==> src/rtl/intc_pkg.sv <==
package intc_pkg;
    localparam int NSRC = 8;
    localparam int IDXW = $clog2(NSRC);
    localparam int LVLW = 2;
    localparam int NLVL = 1 << LVLW;
    localparam int VECW = 16;

    // source positions in polling order
    localparam int SRC_EXT0 = 0;
    localparam int SRC_EXT1 = 3;

    function automatic logic [VECW-1:0] vec_of(input logic [IDXW-1:0] idx);
        logic [VECW-1:0] v;
        case (idx)
            3'd0:    v = 16'h0003;
            3'd1:    v = 16'h004B;
            3'd2:    v = 16'h000B;
            3'd3:    v = 16'h0013;
            3'd4:    v = 16'h001B;
            3'd5:    v = 16'h0033;
            3'd6:    v = 16'h0023;
            default: v = 16'h002B;
        endcase
        return v;
    endfunction

    typedef struct packed {
        logic            irq;
        logic [VECW-1:0] vec;
        logic [IDXW-1:0] idx;
        logic [LVLW-1:0] lvl;
        logic [NLVL-1:0] isr;
    } arb_state_t;
endpackage

==> src/rtl/intc_pend_map.sv <==
module intc_pend_map
    import intc_pkg::*;
#(
    parameter int NCMP = 5
) (
    input  logic            ext0_req,
    input  logic            brown_req,
    input  logic            tmr0_ovf,
    input  logic            ext1_req,
    input  logic            tmr1_ovf,
    input  logic            cca_ovf,
    input  logic [NCMP-1:0] cca_match,
    input  logic            ser_tx_done,
    input  logic            ser_rx_done,
    input  logic            spi_done,
    input  logic            tmr2_ovf,
    input  logic            tmr2_ext,
    output logic [NSRC-1:0] pend
);
    always_comb begin
        pend    = '0;
        pend[0] = ext0_req;
        pend[1] = brown_req;
        pend[2] = tmr0_ovf;
        pend[3] = ext1_req;
        pend[4] = tmr1_ovf;
        pend[5] = cca_ovf | (|cca_match);
        pend[6] = ser_tx_done | ser_rx_done | spi_done;
        pend[7] = tmr2_ovf | tmr2_ext;
    end
endmodule

==> src/rtl/intc_level_pick.sv <==
module intc_level_pick
    import intc_pkg::*;
(
    input  logic [NSRC-1:0] cand,
    input  logic [NSRC-1:0] prio_lo,
    input  logic [NSRC-1:0] prio_hi,
    output logic            any,
    output logic [LVLW-1:0] lvl,
    output logic [IDXW-1:0] idx
);
    logic [NSRC-1:0] at_lvl [NLVL];

    for (genvar g = 0; g < NLVL; g++) begin : g_lvl
        always_comb begin
            for (int i = 0; i < NSRC; i++) begin
                at_lvl[g][i] = cand[i] && ({prio_hi[i], prio_lo[i]} == LVLW'(g));
            end
        end
    end

    always_comb begin
        any = 1'b0;
        lvl = '0;
        idx = '0;
        for (int l = NLVL - 1; l >= 0; l--) begin
            if (!any && (|at_lvl[l])) begin
                any = 1'b1;
                lvl = LVLW'(l);
                for (int i = NSRC - 1; i >= 0; i--) begin
                    if (at_lvl[l][i]) idx = IDXW'(i);
                end
            end
        end
    end
endmodule

==> src/rtl/intc_prio_arb.sv <==
module intc_prio_arb
    import intc_pkg::*;
#(
    parameter int NCMP = 5
) (
    input  logic            clk,
    input  logic            rst_n,
    input  logic            ext0_req,
    input  logic            brown_req,
    input  logic            tmr0_ovf,
    input  logic            ext1_req,
    input  logic            tmr1_ovf,
    input  logic            cca_ovf,
    input  logic [NCMP-1:0] cca_match,
    input  logic            ser_tx_done,
    input  logic            ser_rx_done,
    input  logic            spi_done,
    input  logic            tmr2_ovf,
    input  logic            tmr2_ext,
    input  logic [7:0]      src_en,
    input  logic            glb_en,
    input  logic [7:0]      prio_lo,
    input  logic [7:0]      prio_hi,
    input  logic            ack,
    input  logic            reti,
    output logic            irq,
    output logic [15:0]     vector,
    output logic [2:0]      src_idx,
    output logic            wake
);
    arb_state_t      st_d, st_q;
    logic [NSRC-1:0] pend;
    logic [NSRC-1:0] cand;
    logic            win_any;
    logic [LVLW-1:0] win_lvl;
    logic [IDXW-1:0] win_idx;
    logic            top_valid;
    logic [LVLW-1:0] top_lvl;
    logic            elig;
    logic [NLVL-1:0] isr_mon;
    logic [LVLW-1:0] lvl_mon;

    intc_pend_map #(.NCMP(NCMP)) u_pend (
        .ext0_req    (ext0_req),
        .brown_req   (brown_req),
        .tmr0_ovf    (tmr0_ovf),
        .ext1_req    (ext1_req),
        .tmr1_ovf    (tmr1_ovf),
        .cca_ovf     (cca_ovf),
        .cca_match   (cca_match),
        .ser_tx_done (ser_tx_done),
        .ser_rx_done (ser_rx_done),
        .spi_done    (spi_done),
        .tmr2_ovf    (tmr2_ovf),
        .tmr2_ext    (tmr2_ext),
        .pend        (pend)
    );

    assign cand = pend & src_en & {NSRC{glb_en}};

    intc_level_pick u_pick (
        .cand    (cand),
        .prio_lo (prio_lo),
        .prio_hi (prio_hi),
        .any     (win_any),
        .lvl     (win_lvl),
        .idx     (win_idx)
    );

    // highest level currently in service
    always_comb begin
        top_valid = 1'b0;
        top_lvl   = '0;
        for (int l = 0; l < NLVL; l++) begin
            if (st_q.isr[l]) begin
                top_valid = 1'b1;
                top_lvl   = LVLW'(l);
            end
        end
    end

    assign elig = win_any && (!top_valid || (win_lvl > top_lvl));

    always_comb begin
        logic            cleared;
        logic [NLVL-1:0] isr_n;
        st_d    = st_q;
        isr_n   = st_q.isr;
        cleared = 1'b0;
        if (reti) begin
            for (int l = NLVL - 1; l >= 0; l--) begin
                if (!cleared && isr_n[l]) begin
                    isr_n[l] = 1'b0;
                    cleared  = 1'b1;
                end
            end
        end
        if (st_q.irq && ack) begin
            isr_n[st_q.lvl] = 1'b1;
            st_d.irq        = 1'b0;
        end else begin
            st_d.irq = elig;
            if (elig) begin
                st_d.vec = vec_of(win_idx);
                st_d.idx = win_idx;
                st_d.lvl = win_lvl;
            end
        end
        st_d.isr = isr_n;
    end

    always_ff @(posedge clk or negedge rst_n) begin
        if (!rst_n) begin
            st_q <= '0;
        end else begin
            st_q <= st_d;
        end
    end

    assign irq     = st_q.irq;
    assign vector  = st_q.vec;
    assign src_idx = st_q.idx;
    assign isr_mon = st_q.isr;
    assign lvl_mon = st_q.lvl;

    // clock-free wake path: external lines only
    assign wake = (ext0_req & src_en[SRC_EXT0]) | (ext1_req & src_en[SRC_EXT1]);
endmodule

==> config.mk <==
export PLATFORM = sky130hd
export DESIGN_NAME = intc_prio_arb
export DESIGN_NICKNAME = d
export VERILOG_FILES = /design/src/rtl/intc_pkg.sv /design/src/rtl/intc_pend_map.sv /design/src/rtl/intc_level_pick.sv /design/src/rtl/intc_prio_arb.sv
export SDC_FILE = /design/constraint.sdc
export NUM_CORES = 1
export LEC_CHECK = 0
export CAP_MARGIN = 0
export CORE_ASPECT_RATIO = 1.5
export CORE_UTILIZATION = 44
export CTS_BUF_LIST = sky130_fd_sc_hd__clkbuf_2
export CTS_CLUSTER_DIAMETER = 40
export CTS_CLUSTER_SIZE = 40
export DETAILED_ROUTE_END_ITERATION = 10
export PLACE_DENSITY = 0.89
export SLEW_MARGIN = 30
export SYNTH_ARGS = -nofsm -noshare
export SYNTH_HDL_FRONTEND = slang
export SYNTH_SLANG_ARGS = --single-unit
==> constraint.sdc <==
create_clock -name clk -period 2.5 [get_ports clk]
set_input_delay 0.5 -clock clk [delete_from_list [all_inputs] [get_ports clk]]
set_output_delay 0.5 -clock clk [all_outputs]
set_load 0.02 [all_outputs]
Word level (Yosys, flattened, before mapping) --
Cells that the tools add are included. W data, S select, Z words.
Word-level totals: register bits after elaboration 26, bits in latches 0, RAM bits 0, ROM bits 0, output and inout bits 21, memories 0
Cells by class: $add $sub $neg 0, multipliers 0, div/mod/pow operators 0, $lt $le $gt $ge 3, equality and inequality tests 30, shift-type cells 0, mux-type cells 66, bitwise gates (word level) 11, reduce and logical (&&, ||, !) cells 64
Operators with widths (count):
- $mux W3 | 36
- $pmux W7 S7 | 1
- $logic_and A1 B1 Y1 | 41
- $eq A2 B2 Y1 const B | 16
- $reduce_or A8 Y1 | 4
- $mux W1 | 20
- $and A8 B8 Y8 | 2
- $eq A2 B1 Y1 const B | 8
- $logic_not A2 Y1 | 8
- $mux W2 | 6
- $eq A3 B3 Y1 const B | 3
- $mux W4 | 2
- $logic_not A1 Y1 | 7
- $eq A3 B2 Y1 const B | 2
- $or A1 B1 Y1 | 5
- $reduce_or A5 Y1 | 1
- $or A4 B4 Y4 | 1
- $eq A3 B1 Y1 const B | 1
- $logic_not A3 Y1 | 1
- $lt A2 B3 Y1 const B | 1
- $and A1 B1 Y1 | 2
- $demux W1 S2 | 1
- $ge A2 B1 Y1 const B | 1
- $gt A2 B2 Y1 | 1
- 3 further kinds | 3

Depth between registers and ports, before layout --
Gate-level depths: netlist (run 1).
depth in word-level cells 43, mapped depth 14, depth with buffers taken out 12

By module --
Synthesis (run 1) repeated with hierarchy kept, for this count alone.
Unflattened totals: cells, all modules 193, area total of the unflattened synthesis 1619.1 µm²
By module, submodules not included:
- intc_prio_arb | instances 1, cells each 81, area each 865.8 µm², seq. area each 375.4 µm²
- intc_level_pick | instances 1, cells each 102, area each 689.4 µm², seq. area each 0.0 µm²
- intc_pend_map | instances 1, cells each 10, area each 63.8 µm², seq. area each 0.0 µm²

Worst setup path after synthesis (run 1) --
Ideal clock, no wire load.
kind input-to-reg, from in cca_match[1], to reg st_q (netlist bit vector[3]), setup time 0.125 ns, data arrival time 3.067 ns, data required time 2.375 ns, setup slack -0.691 ns, stages on the path 9, path buffers 0, cells stage by stage nor4_4 a211o_2 and4_1 and4_4 inv_2 or4_4 a221oi_4 xnor3_1 mux2_2
RTL lines:
- start: declaration | RTL line intc_prio_arb.sv:14 | input logic [NCMP-1:0] cca_match,
- $reduce_or A5 Y1 (*) | RTL line intc_pend_map.sv:27 | pend[5] = cca_ovf | (|cca_match);
- $or A1 B1 Y1 (*) | RTL line intc_pend_map.sv:27
- $and A8 B8 Y8 (*) (2 in a row) | RTL line intc_prio_arb.sv:59 | assign cand = pend & src_en & {NSRC{glb_en}};
- $logic_and A1 B1 Y1 | RTL line intc_level_pick.sv:16 | at_lvl[g][i] = cand[i] && ({prio_hi[i], prio_lo[i]} == LVLW'(g));
- $reduce_or A8 Y1 | RTL line intc_level_pick.sv:26 | if (!any && (|at_lvl[l])) begin
- $mux W1 | RTL line intc_level_pick.sv:26
- $logic_not A1 Y1 | RTL line intc_level_pick.sv:26
- $logic_and A1 B1 Y1 | RTL line intc_level_pick.sv:26
- [... 4 more ...]
- $logic_not A1 Y1 | RTL line intc_level_pick.sv:26
- $logic_and A1 B1 Y1 | RTL line intc_level_pick.sv:26
- $mux W2 (*) | RTL line intc_level_pick.sv:26
- via u_pick.lvl[1] | RTL line intc_level_pick.sv:8 | output logic [LVLW-1:0] lvl,
- $gt A2 B2 Y1 (*) | RTL line intc_prio_arb.sv:82 | assign elig = win_any && (!top_valid || (win_lvl > top_lvl));
- $logic_or A1 B1 Y1 (*) | RTL line intc_prio_arb.sv:82
- $logic_and A1 B1 Y1 (*) | RTL line intc_prio_arb.sv:82
- $reduce_and A2 Y1 (no source line) (*)
- end signal: assignment | RTL line intc_prio_arb.sv:116 | st_q <= st_d;
- end: declaration | RTL line intc_prio_arb.sv:31 | arb_state_t st_d, st_q;
Mark *: on every way through the listed nets, which the timed path passes. The rest lies on a longest branch. A chain may end at the register's enable or synchronous reset.

Worst setup path in the final report (run 1) --
from in src_en[1], to reg st_q (netlist bit vector[3])
On the way: cells in the longest elaborated chain, start to end 35
RTL lines:
- start: declaration | RTL line intc_prio_arb.sv:20 | input logic [7:0] src_en,
- $and A8 B8 Y8 (*) (2 in a row) | RTL line intc_prio_arb.sv:59
- $logic_and A1 B1 Y1 | RTL line intc_level_pick.sv:16
- $mux W3 (2 in a row) | RTL line intc_level_pick.sv:30 | if (at_lvl[l][i]) idx = IDXW'(i);
- $mux W3 | RTL line intc_level_pick.sv:26
- $mux W3 (8 in a row) | RTL line intc_level_pick.sv:30
- $mux W3 | RTL line intc_level_pick.sv:26
- $mux W3 (8 in a row) | RTL line intc_level_pick.sv:30
- $mux W3 | RTL line intc_level_pick.sv:26
- $mux W3 (8 in a row) | RTL line intc_level_pick.sv:30
- $mux W3 | RTL line intc_level_pick.sv:26
- $eq A3 B3 Y1, or another cell as far along | RTL line intc_pkg.sv:14 | case (idx)
- $pmux W7 S7 | RTL line intc_pkg.sv:14
Mark *: on every way between the ends. The rest lies on a longest branch, timed or not.

==> results of run 1 <==
-- logic make-up after synthesis --
kind of cell	count (synthesis)	synth area share, %
adders and majority gates	2	1.58
buffers and inverters	25	8.62
xor gates and xnor gates	1	1.42
AOI/OAI and AO/OA	61	31.3
and+or+nand+nor	83	30.9
other	1	0.237
muxes	3	2.14
DFF	15	23.7
-- timing repair --
action	4_1_cts	5_1_grt
resized for setup	118	23
buffers inserted	17	3
pin swaps	26	5
cloned	1	0
hold endpoints to repair	0	0
setup endpoints to repair	11	11
-- routing by layer --
metal  GRT usage, %  vias to the layer above  routed length, um
li1               -                     1006                  -
met1           44.3                     1113               2950
met2           76.5                      278               4370
met3           9.78                       93                960
met4           31.5                        0                768
met5              0                        -                  0
-- report_power, final --
part | switching, mW | internal [mW]
combinational | 0.658 | 0.669
sequential | 0.110 | 0.342
clock | 0.0801 | 0.0423
total | 0.848 | 1.05
-- layout make-up --
| type | instances | area (um2) |
|---|---|---|
| Inverter | 12 | 50.0 |
| Tap cell | 42 | 52.6 |
| Multi-Input combinational cell | 160 | 1390 |
| Sequential cell | 15 | 375 |
| Timing Repair Buffer | 141 | 1190 |
| Clock buffer | 4 | 20.0 |
| Fill cell | 142 | 334 |
-- worst max-delay path: stages --
cell and delay, ps:
clkdlybuf4s50_1 490, nand4b_1 190, buf_4 200, buf_4 140
o22ai_1 300, nor2_1 160, o21ai_0 420, a21oi_1 250
xnor3_1 390, mux2_4 260
-- flip-flops by register name, indices dropped and copies added, names as in the netlist --
| signal | count |
|---|---|
| irq | 1 |
| isr_mon | 4 |
| lvl_mon | 2 |
| src_idx | 3 |
| vector | 5 |
-- worst max path at each step --
stage | cells past startpoint | endpoint | startpoint | slack [ps]
6_report | 10 | vector[3]$_DFFE_PN0P_ | src_en[1] | -590
2_1_floorplan | 9 | vector[3]$_DFFE_PN0P_ | cca_match[2] | -420
5_1_grt | 11 | vector[4]$_DFFE_PN0P_ | ser_rx_done | -570
3_3_place_gp | 10 | vector[3]$_DFFE_PN0P_ | ser_rx_done | -940
4_1_cts | 10 | vector[3]$_DFFE_PN0P_ | spi_done | -260
3_5_place_dp | 14 | vector[3]$_DFFE_PN0P_ | ser_rx_done | -1070
-- per-stage QoR --
step	utilization, %	total power [mW]	area (um2)	hold WS [ps]
2_1_floorplan	-	0.900	1620	204
3_3_place_gp	76.8	1.31	2620	473
3_5_place_dp	76.8	1.37	2620	473
4_1_cts	87.0	1.62	2970	510
5_1_grt	90.2	1.96	3080	563
6_report	90.2	1.90	3080	533
-- cell usage in the layout (no fill, tap or decap), types with 3 or more instances in the layout --
master,Yosys,layout
buf_4,11,77
dlygate4sd2_1,0,26
clkdlybuf4s50_1,0,18
nor2_1,18,15
dfrtp_1,15,15
buf_6,0,12
conb_1,1,10
nand2_1,14,9
inv_1,11,8
nand3_1,7,6
o21ai_0,8,5
nand2_2,1,4
o22ai_2,0,4
o211ai_1,4,4
o31ai_1,4,4
nand2b_1,5,4
o21ai_2,0,4
a21oi_1,5,4
clkbuf_2,0,4
clkdlybuf4s15_1,0,4
nand3b_1,3,3
nor3_2,0,3
nor3b_2,0,3
and2_1,4,3
o32a_1,3,3
buf_2,1,3
==> results by group, run 1 <==
STA
  – Skew final: slightly below 0.2 ps
  – Final worst setup slack: -594 ps
  – Final min period: a little over 3000 ps
  – Slew Limit Fails: 0
  – Worst slew pin tran: 651 ps
  – Final worst-path cycle share: 124%
  – Endpoints failing setup: 11
  – RSZ-0062 raised after global routing: yes
  – Max_slew headroom: between 50% and 60%
  – Fmax: around 0.32 GHz
  – Total negative slack: -4740 ps
  – Final hold viol count: 0

Layout
  – Post-Layout Cell Count: around 370
  – Layout cells sized above 1: 47.6%
  – Nets@finish: 380
  – Area Overhead vs Synth: 94.9%
  – # diodes: 0

Placed design
  – Post-Place Worst Slack: -1070 ps
  – Gpl congestion: 0.899
  – Placed cells: 350
  – Buffers added on ports: 55
  – Hpwl dp: around 4500 um

Critical path
  – Crit path kind: primary input to flip-flop
  – Slack of the worst reg-to-reg path: 400 ps
  – Worst-path fanout max: 2
  – FF-to-FF Start: isr_mon[3]$_DFF_PN0_
  – WP data required: 2710 ps
  – Startpoint types: primary input
  – Cell depth of the worst flop-to-flop path: 10
  – CP arrival: 3300 ps
  – CP endpoint kind: flip-flop
  – Reg-to-reg endpoint: vector[5]$_DFFE_PN0P_

Floorplanning
  – Chip Height: 75.4 um
  – Die span in x: roughly 50 um
  – Die Footprint: roughly 3800 um2
  – Top Ports: 66
  – Core area: 3420 um2
  – Starting Density: 46.3%
  – FP Rows: 26

Synthesis
  – Mapped Area: 1580 um2
  – Area contributors post-synth: dfrtp_1, buf_4, nor2_1, nand2_1, inv_1
  – Syn Area/Cell: 8.28 um2
  – Sequential fraction of the synthesis area: 23.7%
  – Most common cell in the netlist: nor2_1
  – Commonest cells post-synth: nor2_1, dfrtp_1, nand2_1
  – Post-synth top flop: dfrtp_1
  – Synth unique cells: 64
  – Cell taking the most area after synthesis: dfrtp_1
  – Post-synth EDFFs: 0
  – Async set or reset register ratio after synthesis: 100%
  – Top cell type's share of synthesized area: 23.7%
  – Syn Inst Count: 191
  – Synth Register Bits: 15
  – Yosys warning total: 0

Drt
  – Post-DR vias/cell: 6.66
  – DRC: 0
  – Post-route ant nets: 0
  – Via count: ~2500
  – TritonRoute pass-1 iters: 7
  – Avg WL per Cell: roughly 24 um
  – Total wire length: around 9000 um
  – Drt initial violations: 203

Pwr
  – PD cells: 617 nW/um2
  – Worst VDD drop: about 1.0 mV
  – Pleak: 1.42 nW

CTS
  – # hold bufs at CTS: 0
  – CTS tree: yes
  – Clk sinks: 15
  – Cts bufs inserted: 3
  – Worst-Skew Late Latency: 300 ps
  – H-tree depth: 1
  – Clock-pin slew on the worst setup and hold paths: 140 ps
  – CTS root buffer: clkbuf_2
  – Clock Path Buffers: 2

Hold path
  – Hold_sp: vector[1]$_DFFE_PN0P_
  – Worst min-delay path class: flip-flop to flip-flop
  – WHS Path Cells: 1
  – Hold Path End: vector[1]$_DFFE_PN0P_

Status
  – Status: finished with violations
  – Failing checks: setup timing

Global route
  – GRT Overall Usage: between 40% and 50%
  – Global route overflow: 0
  – Vias in the first global route: 2478
  – Antenna violations before repair: 0
  – Largest net degree at the start of global routing: 16
  – First-pass GRT wire length: 12100 um

Flow run
  – Max-Cap Viols: 0
Power figures use the tool's default switching activity.
==> inputs of run 2 (changes only) <==
--- a/config.mk
+++ b/config.mk
@@ -7,12 +7,14 @@
 export LEC_CHECK = 0
 export CAP_MARGIN = 0
 export CORE_ASPECT_RATIO = 1.5
-export CORE_UTILIZATION = 44
+export CORE_MARGIN = 10
+export CORE_UTILIZATION = 45
 export CTS_BUF_LIST = sky130_fd_sc_hd__clkbuf_2
 export CTS_CLUSTER_DIAMETER = 40
 export CTS_CLUSTER_SIZE = 40
 export DETAILED_ROUTE_END_ITERATION = 10
-export PLACE_DENSITY = 0.89
+export DONT_BUFFER_PORTS = 1
+export PLACE_DENSITY = 0.67
 export SLEW_MARGIN = 30
 export SYNTH_ARGS = -nofsm -noshare
 export SYNTH_HDL_FRONTEND = slang
==> results by group, run 2 (synthesis gave the netlist of run 1 again) <==
Layout
  – Layout cells sized above 1: 40.5%
  – Largest register FFs: 5
  – Area Overhead vs Synth: 40.0%
  – # diodes: 0
  – Nets@finish: 305
  – Commonest non-fill, non-tap cell in the layout: buf_4
  – Most frequent cells in the layout: buf_4, nor2_1, dfrtp_1, nand2_1, inv_1

Pwr
  – P_sw: 625 uW
  – Pleak: 1.01 nW
  – Sw Ratio: 42.9%
  – Pint: around 830 uW
  – Seq pwr share: 34.9%
  – Comb power frac: 57.0%
  – PD cells: between 600 and 700 nW/um2
  – Clk pwr share: between 8 and 9%
  – Total Power: around 1.5 mW
  – Worst VDD drop: 0.630 mV

Global route
  – Global route overflow: 0
  – Antenna violations before repair: 0
  – GRT Overall Usage: ~18%
  – First-pass GRT wire length: ~9000 um
  – Largest net degree at the start of global routing: 17
  – Vias in the first global route: 2016

STA
  – Fmax: 0.374 GHz
  – Final hold viol count: 0
  – Skew final: 15.8 ps
  – Max_slew headroom: 56.6%
  – Slew Limit Fails: 0
  – Final hold slack: 381 ps
  – RSZ-0062 raised after global routing: yes
  – Final min period: roughly 2700 ps
  – Endpoints failing setup: 8
  – Final worst setup slack: -177 ps
  – Final worst-path cycle share: 107%
  – Worst slew pin tran: 649 ps

Placed design
  – Buffers added on ports: 0
  – Hpwl dp: between 4000 and 5000 um
  – Gpl congestion: 0.858

Drt
  – Post-route ant nets: 0
  – DRC: 0
  – TritonRoute pass-1 iters: 4
  – Post-DR vias/cell: 6.04
  – Avg WL per Cell: 18.8 um
  – Total wire length: around 5600 um
  – Via count: 1807
  – Drt initial violations: 93

Status
  – Failing checks: setup timing
  – Status: finished with violations

CTS
  – Clk sinks: 15
  – Worst-Skew Late Latency: around 300 ps
  – CTS tree: yes
  – Cts bufs inserted: 3
  – H-tree depth: 1
  – CTS root buffer: clkbuf_2
  – Clock Path Buffers: 2
  – Clock-pin slew on the worst setup and hold paths: ~160 ps

Critical path
  – Startpoint types: primary input
  – Slowest stage delay, CP: 420 ps
  – CP endpoint kind: flip-flop
  – Worst-path fanout max: 3
  – Critical-path cell list: nor4_4 -> a2111oi_4 -> nor4_2 -> and4_4 -> inv_4 -> or4_4 -> a221oi_4 -> xnor3_1 -> mux2_4
  – Crit path kind: primary input to flip-flop
  – CP arrival: 2890 ps
  – Worst path slowest cell: or4_4
  – WP data required: 2710 ps

Floorplanning
  – Chip Height: approximately 93 um
  – Core area: 3380 um2
  – FP Rows: 26
  – Die Footprint: 6330 um2
  – Top Ports: 66
  – Die span in x: 68.4 um
  – Starting Density: 46.7%

Hold path
  – Worst min-delay path class: primary input to flip-flop

Flow run
  – Max-Cap Viols: 0
-- run 2: final timing paths --
kind | cells past startpoint | slack, ps | from | end
max in group asynchronous | 1 | 1430 | rst_n | vector[4]$_DFFE_PN0P_
worst max register to register | 8 | 450 | isr_mon[3]$_DFF_PN0_ | src_idx[2]$_DFFE_PN0P_
min in group asynchronous | 1 | 640 | rst_n | vector[6]$_DFFE_PN0P_
worst max-delay path | 9 | -180 | cca_match[2] | vector[3]$_DFFE_PN0P_
worst min-delay path | 2 | 380 | reti | isr_mon[3]$_DFF_PN0_
worst min register to register | 1 | 560 | lvl_mon[0]$_DFFE_PN0P_ | isr_mon[0]$_DFF_PN0_
-- run 2: cell type report --
| cell class | count | area [um2] |
|---|---|---|
| inverters | 12 | 47.5 |
| fillers | 273 | 1170 |
| multi-input cells | 160 | 1210 |
| clock buffers | 3 | 15.0 |
| well taps | 42 | 52.6 |
| clock inverters | 1 | 5.00 |
| flip-flops and latches | 15 | 375 |
| repair buffers | 66 | 505 |
-- run 2: routing by layer --
metal | track usage [%] | routed length (um) | share of wire (%) | up-vias
met1 | 15.9 | 1800 | 32 | 858
met4 | 7.74 | 203 | 3.6 | 0
met3 | 4.22 | 393 | 7.0 | 18
met5 | 0 | 0 | 0 | -
met2 | 34.8 | 3210 | 57 | 67
li1 | - | - | - | 864
-- run 2: metrics by stage --
| step | setup TNS (ps) | instance area (um2) | setup slack (ps) | util (%) | instances |
|---|---|---|---|---|---|
| after floorplan | -2880 | 1620 | -416 | - | 200 |
| after global placement | -4230 | 1970 | -502 | 58.4 | 282 |
| after detailed placement | -5890 | 1970 | -657 | 58.4 | 282 |
| after CTS | -1300 | 2130 | -201 | 62.8 | 293 |
| after global routing | -1820 | 2210 | -278 | 65.5 | 299 |
| final | -939 | 2210 | -177 | 65.5 | 299 |
-- run 2: worst max-delay path, delay by kind of cell --
family	cells	cell delay, ps
compound gates	2	490
xor+xnor	1	250
buf+inv	1	50
mux	1	260
simple gates	4	1330
-- run 2: what timing repair did --
| action | in CTS | in global routing |
|---|---|---|
| hold endpoints to repair | 15 | 0 |
| hold buffers | 1 | 0 |
| gates resized for setup | 14 | 11 |
| setup buffers | 6 | 6 |
| pin swaps | 11 | 8 |
| endpoints found under the setup margin | 11 | 11 |
-- run 2: power by group through the flow --
stage / clock [mW] / sequential (mW) / combinational, mW
after floorplan: 0 / 0.476 / 0.424
after global placement: 0 / 0.504 / 0.576
after detailed placement: 0 / 0.511 / 0.616
after CTS: 0.114 / 0.509 / 0.754
after global routing: 0.131 / 0.525 / 0.901
final: 0.118 / 0.509 / 0.831
==> inputs of run 3 (changes only) <==
--- a/config.mk
+++ b/config.mk
@@ -6,7 +6,6 @@
 export NUM_CORES = 1
 export LEC_CHECK = 0
 export CAP_MARGIN = 0
-export CORE_ASPECT_RATIO = 1.5
 export CORE_MARGIN = 10
 export CORE_UTILIZATION = 45
 export CTS_BUF_LIST = sky130_fd_sc_hd__clkbuf_2
==> results by group, run 3 (synthesis gave the netlist of run 1 again) <==
Critical path
  – Reg-to-reg endpoint: src_idx[1]$_DFFE_PN0P_
  – WP data required: 2690 ps
  – CP arrival: 2880 ps
  – Crit path buf inv count: 2
  – FF-to-FF Start: isr_mon[3]$_DFF_PN0_
  – Stages on the worst setup path: 10
  – CP endpoint kind: flip-flop
  – Critical-path cell list: nor4_4 -> a211o_2 -> and4_4 -> and4_4 -> inv_4 -> or4_4 -> a221oi_4 -> buf_4 -> nor2b_1 -> o31a_1
  – Start point of the critical path: cca_match[2]
  – Cell family with most CP delay: simple AND/OR/NAND/NOR gates
  – CP most frequent cell: and4_4
  – Worst-path fanout max: 5
  – Slack of the worst reg-to-reg path: 470 ps
  – Crit path kind: primary input to flip-flop
  – Startpoint types: primary input
  – Cell depth of the worst flop-to-flop path: 8
  – Worst path slowest cell: or4_4
  – Slowest stage delay, CP: approximately 430 ps

Placed design
  – Gpl congestion: 0.916
  – Hpwl dp: 4350 um
  – Buffers added on ports: 0
  – Area after DPL: 1990 um2

STA
  – Skew final: 12.2 ps
  – Final hold viol count: 0
  – RSZ-0062 raised after global routing: yes
  – Fmax: 0.372 GHz
  – Worst slew pin tran: 651 ps
  – Final worst-path cycle share: 108%
  – Final hold slack: 365 ps
  – Endpoints failing setup: 8
  – Final worst setup slack: -191 ps
  – Slew Limit Fails: 0
  – Max_slew headroom: between 50% and 60%
  – Final min period: 2690 ps

Flow run
  – Max-Cap Viols: 0

Layout
  – Area Overhead vs Synth: 39.8%
  – Largest register FFs: 5
  – # diodes: 0
  – Commonest non-fill, non-tap cell in the layout: buf_4
  – Most frequent cells in the layout: buf_4, nor2_1, dfrtp_1, inv_1, conb_1
  – Nets@finish: 301
  – Layout cells sized above 1: about two fifths
  – Design area: approximately 2200 um2

Drt
  – Post-DR vias/cell: 5.98
  – TritonRoute pass-1 iters: 4
  – Avg WL per Cell: 18.0 um
  – Via count: 1789
  – Drt initial violations: 147
  – Total wire length: 5380 um
  – Post-route ant nets: 0
  – DRC: 0

CTS
  – CTS tree: yes
  – Clk sinks: 15
  – Clock-pin slew on the worst setup and hold paths: ~140 ps
  – CTS root buffer: clkbuf_2
  – Cts bufs inserted: 3
  – H-tree depth: 1
  – Worst-Skew Late Latency: a little under 300 ps
  – Clock Path Buffers: 2

Status
  – Status: finished with violations
  – Failing checks: setup timing

Global route
  – Global route overflow: 0
  – Largest net degree at the start of global routing: 17
  – First-pass GRT wire length: 8490 um
  – GRT Overall Usage: between 10% and 20%
  – Antenna violations before repair: 0
  – Vias in the first global route: 1888

Hold path
  – Hold_sp: ack
  – WHS Path Cells: 2
  – Worst min-delay path class: primary input to flip-flop
  – Hold Path End: isr_mon[3]$_DFF_PN0_

Floorplanning
  – FP Rows: 21
  – Core area: 3360 um2
  – Top Ports: 66
  – Chip Height: between 70 and 80 um
  – Die Footprint: 6290 um2
  – Starting Density: 47.0%
  – Die span in x: 79.3 um

Pwr
  – PD cells: 683 nW/um2
  – Pleak: 0.983 nW
  – Total Power: roughly 1.5 mW
  – Worst VDD drop: 0.281 mV
run 3: changes by cell type in the layout (fill, tap and decap cells not counted), sizes merged:
cell,previous run,this run
buf,65,61
run 3: per-stage QoR:
step,setup slack [ps],instances,util (%),setup TNS [ps]
2_1_floorplan,-416,200,-,-2880
5_1_grt,-266,299,65.7,-2070
4_1_cts,-196,296,62.4,-1160
3_5_place_dp,-528,287,59.1,-4720
6_report,-191,299,65.7,-1060
3_3_place_gp,-455,287,59.1,-3750
run 3: per-layer routing:
metal,track usage [%],wire length [um],vias up
met5,0,0,-
met4,7.89,112,0
met3,3.04,393,13
met2,29.4,2870,77
met1,17.3,2010,848
li1,-,-,851
run 3: final cells by class:
type	count	area (um2)
Clock buffer	3	15.0
Inverter	12	47.5
Fill cell	292	1150
Sequential cell	15	375
Clock inverter	1	5.00
Timing Repair Buffer	62	492
Multi-Input combinational cell	160	1220
Tap cell	46	57.6
run 3: worst max-delay path by stage:
stage / to
2_1_floorplan: vector[3]$_DFFE_PN0P_
3_3_place_gp: vector[3]$_DFFE_PN0P_
3_5_place_dp: vector[3]$_DFFE_PN0P_
4_1_cts: vector[3]$_DFFE_PN0P_
5_1_grt: src_idx[1]$_DFFE_PN0P_
6_report: vector[4]$_DFFE_PN0P_
run 3: repair_timing:
item / 4_1_cts / 5_1_grt
buffers inserted: 4 / 4
hold buffers: 1 / 0
resized for setup: 8 / 21
pin swaps: 7 / 12
hold endpoints to repair: 15 / 0
setup endpoints to repair: 9 / 11
run 3: power breakdown:
part	internal, mW	switching [mW]	total, mW
clock network	0.0362	0.0772	0.113
logic	0.495	0.392	0.887
registers	0.342	0.167	0.509
